[src/rtl/gf4k_pkg.sv]
package gf4k_pkg;
  // Width of the base field GF(2^6)
  localparam int unsigned HALF_W = 6;
  // Width of the extension field element
  localparam int unsigned FULL_W = 2 * HALF_W;
  // Reduction tail of x^6 + x + 1 (x^6 term dropped)
  localparam logic [HALF_W-1:0] BASE_POLY_TAIL = 6'h03;
  // Constant term of the quadratic extension
  localparam logic [HALF_W-1:0] EXT_CONST = 6'h21;
  // Multiplier used by the power step
  localparam logic [FULL_W-1:0] STEP_ELEM = 12'hE01;

  typedef struct packed {
    logic [HALF_W-1:0] mix;   // (ah^al)*(bh^bl)
    logic [HALF_W-1:0] lolo;  // al*bl
    logic [HALF_W-1:0] hihi;  // ah*bh
    logic              force_one;
  } gf4k_partial_t;
endpackage

[src/rtl/gf64_mult.sv]
module gf64_mult #(
  parameter int unsigned W = 6,
  parameter logic [W-1:0] POLY_TAIL = 6'h03
) (
  input  logic [W-1:0] a_i,
  input  logic [W-1:0] b_i,
  output logic [W-1:0] p_o
);
  // Shift-and-add: bsh[i] is b*x^i reduced, acc[i] the partial sum
  logic [W-1:0] bsh [0:W-1];
  logic [W-1:0] acc [0:W];

  assign bsh[0] = b_i;
  assign acc[0] = '0;

  for (genvar i = 0; i < W; i++) begin : g_bit
    assign acc[i+1] = acc[i] ^ (a_i[i] ? bsh[i] : '0);
    if (i < W - 1) begin : g_shift
      assign bsh[i+1] = bsh[i][W-1] ? ({bsh[i][W-2:0], 1'b0} ^ POLY_TAIL)
                                    : {bsh[i][W-2:0], 1'b0};
    end
  end

  assign p_o = acc[W];
endmodule

[src/rtl/gf4k_stage1.sv]
module gf4k_stage1
  import gf4k_pkg::*;
(
  input  logic              clk,
  input  logic              rst_n,
  input  logic              en,
  input  logic [FULL_W-1:0] a_i,
  input  logic [FULL_W-1:0] b_i,
  input  logic              force_one_i,
  output gf4k_partial_t     part_o
);
  logic [HALF_W-1:0] ah, al, bh, bl;
  logic [HALF_W-1:0] m_mix, m_lolo, m_hihi;
  gf4k_partial_t     part_d, part_q;

  assign ah = a_i[FULL_W-1:HALF_W];
  assign al = a_i[HALF_W-1:0];
  assign bh = b_i[FULL_W-1:HALF_W];
  assign bl = b_i[HALF_W-1:0];

  gf64_mult #(.W(HALF_W), .POLY_TAIL(BASE_POLY_TAIL)) u_mix (
    .a_i(ah ^ al), .b_i(bh ^ bl), .p_o(m_mix));
  gf64_mult #(.W(HALF_W), .POLY_TAIL(BASE_POLY_TAIL)) u_lolo (
    .a_i(al), .b_i(bl), .p_o(m_lolo));
  gf64_mult #(.W(HALF_W), .POLY_TAIL(BASE_POLY_TAIL)) u_hihi (
    .a_i(ah), .b_i(bh), .p_o(m_hihi));

  always_comb begin
    part_d = part_q;
    if (en) begin
      part_d.mix       = m_mix;
      part_d.lolo      = m_lolo;
      part_d.hihi      = m_hihi;
      part_d.force_one = force_one_i;
    end
  end

  always_ff @(posedge clk or negedge rst_n) begin
    if (!rst_n) part_q <= '0;
    else        part_q <= part_d;
  end

  assign part_o = part_q;
endmodule

[src/rtl/gf4k_stage2.sv]
module gf4k_stage2
  import gf4k_pkg::*;
(
  input  logic              clk,
  input  logic              rst_n,
  input  logic              en,
  input  gf4k_partial_t     part_i,
  output logic [FULL_W-1:0] prod_o
);
  logic [HALF_W-1:0] hh_scaled;
  logic [HALF_W-1:0] res_hi, res_lo;
  logic [FULL_W-1:0] prod_d, prod_q;

  gf64_mult #(.W(HALF_W), .POLY_TAIL(BASE_POLY_TAIL)) u_scale (
    .a_i(part_i.hihi), .b_i(EXT_CONST), .p_o(hh_scaled));

  assign res_hi = part_i.mix ^ part_i.lolo;
  assign res_lo = hh_scaled ^ part_i.lolo;

  always_comb begin
    prod_d = prod_q;
    if (en) begin
      if (part_i.force_one) prod_d = FULL_W'(1);
      else                  prod_d = {res_hi, res_lo};
    end
  end

  always_ff @(posedge clk or negedge rst_n) begin
    if (!rst_n) prod_q <= '0;
    else        prod_q <= prod_d;
  end

  assign prod_o = prod_q;
endmodule

[src/rtl/gf4k_tower_mul.sv]
module gf4k_tower_mul
  import gf4k_pkg::*;
(
  input  logic              clk,
  input  logic              rst_n,
  input  logic              in_valid,
  input  logic              step_mode,
  input  logic [FULL_W-1:0] op_a,
  input  logic [FULL_W-1:0] op_b,
  output logic              out_valid,
  output logic [FULL_W-1:0] product
);
  logic              vld1_q, vld2_q;
  logic [FULL_W-1:0] b_sel;
  logic              force_one;
  gf4k_partial_t     part;

  // Step mode replaces the second operand by the fixed element
  assign b_sel     = step_mode ? STEP_ELEM : op_b;
  assign force_one = step_mode && (op_a == '0);

  gf4k_stage1 u_s1 (
    .clk(clk), .rst_n(rst_n), .en(in_valid),
    .a_i(op_a), .b_i(b_sel), .force_one_i(force_one), .part_o(part));

  gf4k_stage2 u_s2 (
    .clk(clk), .rst_n(rst_n), .en(vld1_q),
    .part_i(part), .prod_o(product));

  always_ff @(posedge clk or negedge rst_n) begin
    if (!rst_n) begin
      vld1_q <= 1'b0;
      vld2_q <= 1'b0;
    end else begin
      vld1_q <= in_valid;
      vld2_q <= vld1_q;
    end
  end

  assign out_valid = vld2_q;
endmodule

[config.mk]
export PLATFORM = sky130hd
export DESIGN_NAME = gf4k_tower_mul
export DESIGN_NICKNAME = d
export VERILOG_FILES = /design/src/rtl/gf4k_pkg.sv /design/src/rtl/gf64_mult.sv /design/src/rtl/gf4k_stage1.sv /design/src/rtl/gf4k_stage2.sv /design/src/rtl/gf4k_tower_mul.sv
export SDC_FILE = /design/constraint.sdc
export NUM_CORES = 1
export LEC_CHECK = 0
export BUFFER_PORTS_ARGS = -buffer_cell sky130_fd_sc_hd__buf_2
export CAP_MARGIN = 5
export CELL_PAD_IN_SITES_DETAIL_PLACEMENT = 1
export CELL_PAD_IN_SITES_GLOBAL_PLACEMENT = 1
export CORE_ASPECT_RATIO = 1.25
export CORE_MARGIN = 2
export CORE_UTILIZATION = 45
export DETAILED_ROUTE_END_ITERATION = 7
export GPL_ROUTABILITY_DRIVEN = 0
export PLACE_DENSITY = 0.85
export SETUP_SLACK_MARGIN = 0.4
export SLEW_MARGIN = 40
export SYNTH_ARGS = -nofsm -noshare
export SYNTH_HDL_FRONTEND = slang
export SYNTH_SLANG_ARGS = --single-unit
[constraint.sdc]
create_clock -name clk -period 2 [get_ports clk]
set_clock_uncertainty 0.1 [all_clocks]
set_input_delay 0.1 -clock clk [delete_from_list [all_inputs] [get_ports clk]]
set_output_delay 0.1 -clock clk [all_outputs]
set_load 0.1 [all_outputs]
==> impl_metrics.tcl, run 1 <==
set metrics [dict create \
    drc_errors 0 \
    max_clock_freq_ghz 0.609 \
    syn_nets 500 \
    fp.dieH_um 104 \
    use_met3_pct 2.30 \
    power.density_nw_per_um2 861 \
    core_area_um2 7790 \
    crit_chain "buf_2, inv_1, mux2i_1, o311ai_0, xnor2_1, a31oi_1, o211ai_1" \
    cts_buffers 5 \
    grt_util_met2_pct 46.2 \
    numClockSinks 33 \
    io_pins 41 \
    wl_um 11600 \
    via_per_inst 5.79 \
    power_mw 3.92 \
    tightestPinTransition_ns 0.701 \
    die_area_um2 8750 \
    drive_above_1_share_pct 27.9 \
    rows 36 \
    drtIter0Drc 149 \
    die_w_um 84.1 \
    fillers 944 \
    clk-insertion-delay-late_ns 0.28 \
    area_delta_synth_final_pct 26.3 \
    relSlewSlack_pct 53.2 \
    end_kind "flop" \
    async_flop_share_pct 100 \
    postSynthCellCount 472 \
    synth_edf_count 0 \
    ys_top_cells_by_area "dfrtp_1 23%, xnor2_1 18%, nand2_1 5.9%" \
    rsz0062_at_grt "yes" \
    portBuffers 40 \
    drt_first_pass_iters 4 \
    dp_hpwl_um 8230 \
    maxSlewViolCount 0 \
    antenna_found_initial 0 \
    max_stage_delay_ns 0.44 \
    antenna_left 0 \
    cts_tree "done" \
    cp.required_ns 2.05 \
    synthFlopType "dfrtp_1" \
    nets 547 \
    grt_pass1_vias 3551 \
    cts_htree_levels 2 \
    register_area_um2 826 \
    yosysUniqueCellTypes 53 \
    path_max_fanout 15 \
    synthesis.area_um2 3610 \
    grt_max_degree 34 \
    synth_most_common_cell "xnor2_1" \
    initial_core_util_pct 46.3 \
    p_leak_nw 1.90 \
    ir_worst_vdd_uv 825 \
    finalHoldViolations 0 \
    synth.largest_area_cell "dfrtp_1" \
    clock_path_buffers 2 \
    finalCritPeriodShare_pct 82.1 \
    cp.arrival_ns 1.69 \
    setup_viol 0 \
    wire_per_inst_um 18.9 \
    track_usage_pct 24.5 \
    grt_remaining_overflow 0 \
    critPathLaunchType "input pin" \
    vias 3562 \
    period_minus_slack_ns 1.64 \
    grt_first_pass_wirelength_um 17400 \
    maxCapViolCount 0 \
    ys_ff_latch 33 \
    critPathKind "in2reg" \
    critPathSlowestCell "o311ai_0" \
    holdCritPathClass "in2reg" \
    diodes 0 \
    clkTransAtPathRegs_ns 0.07 \
    use_met1_pct 29.1 \
    yosys_warnings 0 \
    synth_commonest_cells "73 x xnor2_1, 57 x nand2_1, 45 x nor2_1, 33 x dfrtp_1, 32 x a21oi_1" \
    synth_top_area_share_pct 22.9 \
    cts-root-buf "clkbuf_8" \
    status "complete, no violations" \
    busiest_layer "met2" \
    setup_tns_ns 0 \
    multiInputGateArea_um2 2740 \
    synth_area_per_cell_um2 7.64 \
    yosysSeqAreaShare_pct 22.9 \
]
layout by cell type, fill, tap and decap left out, types with 5 or more instances in the layout:
master / instances
a21oi_1: 31
buf_2: 22
buf_4: 39
buf_6: 8
clkbuf_8: 5
dfrtp_1: 33
inv_1: 24
mux2_2: 9
mux2i_1: 6
nand2_1: 55
nand3_1: 8
nor2_1: 42
nor3_1: 6
o211ai_1: 5
o21ai_0: 25
o22ai_1: 16
xnor2_1: 62
xnor2_2: 11
xor2_1: 17
xor2_2: 5
xor2_4: 5
worst paths after layout:
check,startpoint,to,slack (ns),cells past startpoint
max in group asynchronous,rst_n,u_s1.part_o[12],1.05,2
max,op_a[5],u_s1.part_o[8],0.36,7
min in group asynchronous,rst_n,u_s1.part_o[4],0.30,2
max reg2reg,vld1_q,u_s2.prod_o[0],0.63,2
min,in_valid,vld1_q,0.13,1
min reg2reg,u_s2.prod_o[0],u_s2.prod_o[0],0.40,1
report_power, final:
part	leakage, nW	switching, mW	total, mW	internal (mW)
logic	1.47	1.58	2.40	0.813
clock network	0.0439	0.241	0.481	0.240
registers	0.391	0.157	1.05	0.890
total	1.90	1.98	3.92	1.94
cell families (layout without fill, tap and decap cells):
logic type,count (synthesis),count (layout),synth area share [%]
simple gates,139,139,17.2
compound gates,113,113,19.5
xor+xnor,103,103,27.0
buf+inv,67,115,8.36
flops,33,33,22.9
mux,17,17,5.10
per-stage QoR:
step,cell area [um^2],hold slack [ns],utilization [%],instances,setup WS (ns)
after detailed placement,4010,0.0913,51.4,596,0.0177
after CTS,4170,0.135,53.5,607,0.369
after global placement,4010,0.0799,51.4,596,0.0601
after global routing,4560,0.166,58.5,615,0.271
after floorplan,3690,-0.296,-,472,0.292
final,4560,0.133,58.5,615,0.358
layer usage:
layer,vias up,wire length [um]
met5,-,0
met4,0,286
met3,23,551
met2,120,6260
met1,1741,4530
li1,1678,-
registers in the layout, indices dropped and copies added (netlist names):
signal and cells:
out_valid 1, u_s1.part_o 19, u_s2.prod_o 12, vld1_q 1
final cells by class:
| type | instances | area share (%) |
|---|---|---|
| timing repair buffer | 83 | 15.3 |
| sequential | 33 | 18.1 |
| multi-input combinational | 372 | 60.1 |
| tap | 95 | 2.61 |
| clock inverter | 3 | 0.384 |
| clock buffer | 5 | 1.51 |
| inverter | 24 | 1.98 |
timing repair:
| action | 4_1_cts | 5_1_grt |
|---|---|---|
| gates resized for setup | 11 | 71 |
| hold endpoints to repair | 33 | 0 |
| endpoints found under the setup margin | 9 | 12 |
| gates cloned | 0 | 1 |
| pin swaps | 3 | 26 |
| hold buffers | 1 | 0 |
| buffers inserted | 2 | 7 |
worst max-delay path: cells and delay by family:
| kind | cells | cell delay (ns) |
|---|---|---|
| AO/OA/AOI/OAI | 3 | 0.74 |
| XOR/XNOR | 1 | 0.23 |
| multiplexers | 1 | 0.15 |
| buffers and inverters | 2 | 0.47 |
No activity file was read; power rests on OpenSTA's default activity.
==> run 2: changes to the inputs <==
--- a/config.mk
+++ b/config.mk
@@ -11,10 +11,10 @@
 export CELL_PAD_IN_SITES_GLOBAL_PLACEMENT = 1
 export CORE_ASPECT_RATIO = 1.25
 export CORE_MARGIN = 2
-export CORE_UTILIZATION = 45
+export CORE_UTILIZATION = 40
 export DETAILED_ROUTE_END_ITERATION = 7
 export GPL_ROUTABILITY_DRIVEN = 0
-export PLACE_DENSITY = 0.85
+export PLACE_DENSITY = 0.8
 export SETUP_SLACK_MARGIN = 0.4
 export SLEW_MARGIN = 40
 export SYNTH_ARGS = -nofsm -noshare
==> constraint.sdc (replaced) <==
create_clock -name clk -period 1.42 [get_ports clk]
set_clock_uncertainty 0.1 [all_clocks]
set_input_delay 0.071 -clock clk [delete_from_list [all_inputs] [get_ports clk]]
set_output_delay 0.071 -clock clk [all_outputs]
set_load 0.1 [all_outputs]
==> run 2 against run 1 <==
Effect of this change: the flow now stops in 5_1_grt; synthesized cell count stayed put; synthesized area unchanged.
==> impl_metrics.tcl, run 2 <==
set metrics [dict create \
    status "did not finish" \
    haltStage "5_1_grt" \
    error "[ERROR DPL-0033] detailed placement checks failed during check placement." \
    io_pins 41 \
    cts-root-buf "clkbuf_8" \
    clock_path_buffers 2 \
    rows 38 \
    synth.largest_area_cell "dfrtp_1" \
    synth_edf_count 0 \
    initial_core_util_pct 41.5 \
    synthFlopType "dfrtp_1" \
    ys_ff_latch 33 \
    worstEpCategory "register input" \
    portBuffers 40 \
    numClockSinks 33 \
    grt_max_degree 24 \
    synth_commonest_cells "73 x xnor2_1, 57 x nand2_1, 45 x nor2_1, 33 x dfrtp_1, 32 x a21oi_1" \
    cts_buffers 5 \
    syn_nets 500 \
    cts_htree_levels 2 \
    ys_top_cells_by_area "dfrtp_1 23%, xnor2_1 18%, nand2_1 5.9%" \
    async_flop_share_pct 100 \
    antenna_found_initial 0 \
    fp.dieH_um 110 \
    synth_top_area_share_pct 22.9 \
    die_w_um 88.9 \
    dp_hpwl_um 10000 \
    synth_area_per_cell_um2 7.64 \
    yosysSeqAreaShare_pct 22.9 \
    synth_most_common_cell "xnor2_1" \
    yosysUniqueCellTypes 53 \
    synthesis.area_um2 3610 \
    worst_endpoint "u_s1.part_o[14]$_DFFE_PN0P_/D" \
    postSynthCellCount 472 \
    yosys_warnings 0 \
]
-- run 2: cell counts after synthesis --
Identical to the previous run, type by type.
-- run 2: logic make-up after synthesis --
group | after synthesis | synth area share (%)
and+or+nand+nor | 139 | 17.2
buffers and inverters | 67 | 8.36
muxes | 17 | 5.10
xor gates and xnor gates | 103 | 27.0
AOI/OAI and AO/OA | 113 | 19.5
DFF | 33 | 22.9
-- run 2: through the flow --
| step | util, % | cells | setup WS [ns] | setup TNS, ns | area [um^2] |
|---|---|---|---|---|---|
| global placement | 55.1 | 685 | -0.410 | -5.65 | 4790 |
| CTS | 68.8 | 723 | -0.162 | -0.863 | 5980 |
| floorplan | - | 472 | -0.236 | -1.39 | 4090 |
| detailed placement | 55.1 | 685 | -0.503 | -6.89 | 4790 |
-- run 2: what timing repair did --
item | 4_1_cts
setup buffers | 29
hold buffers | 1
pin swaps | 60
endpoints found under the hold margin | 20
endpoints found under the setup margin | 44
resized for setup | 208
==> run 3: changes to the inputs <==
--- a/config.mk
+++ b/config.mk
@@ -7,15 +7,11 @@
 export LEC_CHECK = 0
 export BUFFER_PORTS_ARGS = -buffer_cell sky130_fd_sc_hd__buf_2
 export CAP_MARGIN = 5
-export CELL_PAD_IN_SITES_DETAIL_PLACEMENT = 1
-export CELL_PAD_IN_SITES_GLOBAL_PLACEMENT = 1
-export CORE_ASPECT_RATIO = 1.25
 export CORE_MARGIN = 2
-export CORE_UTILIZATION = 40
+export CORE_UTILIZATION = 30
 export DETAILED_ROUTE_END_ITERATION = 7
 export GPL_ROUTABILITY_DRIVEN = 0
-export PLACE_DENSITY = 0.8
-export SETUP_SLACK_MARGIN = 0.4
+export PLACE_DENSITY_LB_ADDON = 0.15
 export SLEW_MARGIN = 40
 export SYNTH_ARGS = -nofsm -noshare
 export SYNTH_HDL_FRONTEND = slang
==> constraint.sdc (replaced) <==
create_clock -name clk -period 1.8 [get_ports clk]
set_clock_uncertainty 0.1 [all_clocks]
set_input_delay 0.09 -clock clk [delete_from_list [all_inputs] [get_ports clk]]
set_output_delay 0.09 -clock clk [all_outputs]
set_load 0.1 [all_outputs]
==> run 3 against run 2 <==
Effect of this change: the flow now finishes without violations.
==> impl_metrics.tcl, run 3 (synthesis gave the netlist of run 1 again) <==
set metrics [dict create \
    die_w_um 114 \
    rows 40 \
    finalHoldViolations 0 \
    use_met1_pct 23.4 \
    max_clock_freq_ghz 0.618 \
    critPathKind "in2reg" \
    antenna_left 0 \
    critPathLaunchType "input pin" \
    crit_buf_inv 3 \
    clock_path_buffers 2 \
    grt_max_degree 34 \
    cts_buffers 5 \
    finalCritPeriodShare_pct 89.8 \
    grt_pass1_vias 3295 \
    via_per_inst 4.91 \
    drive_above_1_share_pct 26.4 \
    drt_first_pass_iters 4 \
    fp.dieH_um 114 \
    layout_commonest_cell "buf_4" \
    p_switching_mw 2.15 \
    ctsHoldBuffers 1 \
    p_int_mw 2.41 \
    cts_htree_levels 2 \
    switching_share_pct 47.2 \
    initial_core_util_pct 30.4 \
    io_pins 41 \
    end_kind "flop" \
    finalNonFillerCells 701 \
    crit_chain "buf_2, buf_4, nor2b_1, o221ai_1, o211ai_1, o311ai_0, buf_4, xnor2_1, nand4b_1, o211ai_1" \
    use_met3_pct 1.86 \
    nets 582 \
    holdCritPathClass "in2reg" \
    final_cell_area_um2 4540 \
    diodes 0 \
    busiest_layer "met2" \
    track_usage_pct 16.3 \
    portBuffers 40 \
    area_delta_synth_final_pct 25.8 \
    critPathSlowestCell "xnor2_1" \
    grt_util_met2_pct 26.3 \
    drtIter0Drc 213 \
    drc_errors 0 \
    grt_remaining_overflow 0 \
    grt_first_pass_wirelength_um 16900 \
    largest_reg_flops 19 \
    power.density_nw_per_um2 1000 \
    post-place-cells 693 \
    p_leak_nw 1.94 \
    cts_tree "done" \
    max_stage_delay_ns 0.30 \
    setup_tns_ns 0 \
    clkTransAtPathRegs_ns 0.05 \
    p_comb_share_pct 56.2 \
    timing.critical_path.max_delay_family "compound AO/OA/AOI/OAI gates" \
    period_minus_slack_ns 1.62 \
    rsz0062_at_grt "no" \
    antenna_found_initial 0 \
    final_cell_mix "76 x buf_4, 73 x xnor2_1, 57 x nand2_1, 45 x nor2_1, 39 x buf_2" \
    cts-root-buf "clkbuf_16" \
    numClockSinks 33 \
    maxCapViolCount 0 \
    setup_viol 0 \
    status "complete, no violations" \
    p_seq_share_pct 25.7 \
    ir_worst_vdd_uv 363 \
    postCtsSetupBuffers 0 \
    holdWs_ns 0.156 \
    path_max_fanout 8 \
    dp_hpwl_um 8260 \
    cp.required_ns 1.89 \
    vias 3440 \
    core_area_um2 11900 \
    ctsResizeCount 0 \
    power_frac_clock_pct 18.1 \
    cp.arrival_ns 1.71 \
    clk-insertion-delay-late_ns 0.27 \
    maxSlewViolCount 0 \
    wl_um 10300 \
    dpl_cell_area_um2 4380 \
    wire_per_inst_um 14.7 \
    relSlewSlack_pct 54.2 \
    tightestPinTransition_ns 0.682 \
    die_area_um2 12900 \
]
## run 3: path summary, 6_finish.rpt
path                                start               to  slack (ns)  cells past startpoint
setup / recovery                  op_b[3]   u_s1.part_o[8]        0.18                     10
hold / removal                   in_valid           vld1_q        0.16                      1
setup reg to reg           u_s1.part_o[0]   u_s2.prod_o[0]        0.65                      3
hold reg to reg            u_s2.prod_o[0]   u_s2.prod_o[0]        0.39                      1
max in group asynchronous           rst_n   u_s1.part_o[7]        1.09                      2
min in group asynchronous           rst_n  u_s2.prod_o[10]        0.20                      2
## run 3: through the flow
| stage | power, mW | util, % | worst slack (ns) |
|---|---|---|---|
| after floorplan | 3.15 | - | 0.00343 |
| after detailed placement | 3.76 | 37.0 | -0.0923 |
| after global placement | 3.74 | 37.0 | -0.0915 |
| after global routing | 4.83 | 38.3 | 0.0293 |
| final | 4.56 | 38.3 | 0.183 |
| after CTS | 4.60 | 38.2 | 0.182 |
## run 3: power groups by stage
stage	Clock, mW	Sequential [mW]	Combinational (mW)
finish	0.827	1.17	2.56
global route	0.871	1.21	2.75
CTS	0.846	1.18	2.58
detailed placement	0	1.19	2.57
global placement	0	1.18	2.56
floorplan	0	2.01	1.14
## run 3: final cells by class
| type | instances | area (um^2) |
|---|---|---|
| multi-input combinational | 372 | 2480 |
| timing repair buffer | 118 | 816 |
| tap | 147 | 184 |
| inverter | 24 | 90.1 |
| fill | 1257 | 7320 |
| clock buffer | 7 | 143 |
| sequential | 33 | 826 |
## run 3: metal layers
layer | up-vias | part of all wire [%]
met5 | - | 0
met4 | 0 | 1.4
met3 | 9 | 4.8
met2 | 85 | 46
met1 | 1594 | 48
li1 | 1752 | -
## run 3: worst reg2reg max path, cell delays in order, from the launching register on
cell and delay [ns]:
dfrtp_1 0.35, inv_1 0.07, nand2_1 0.25, o22a_1 0.26
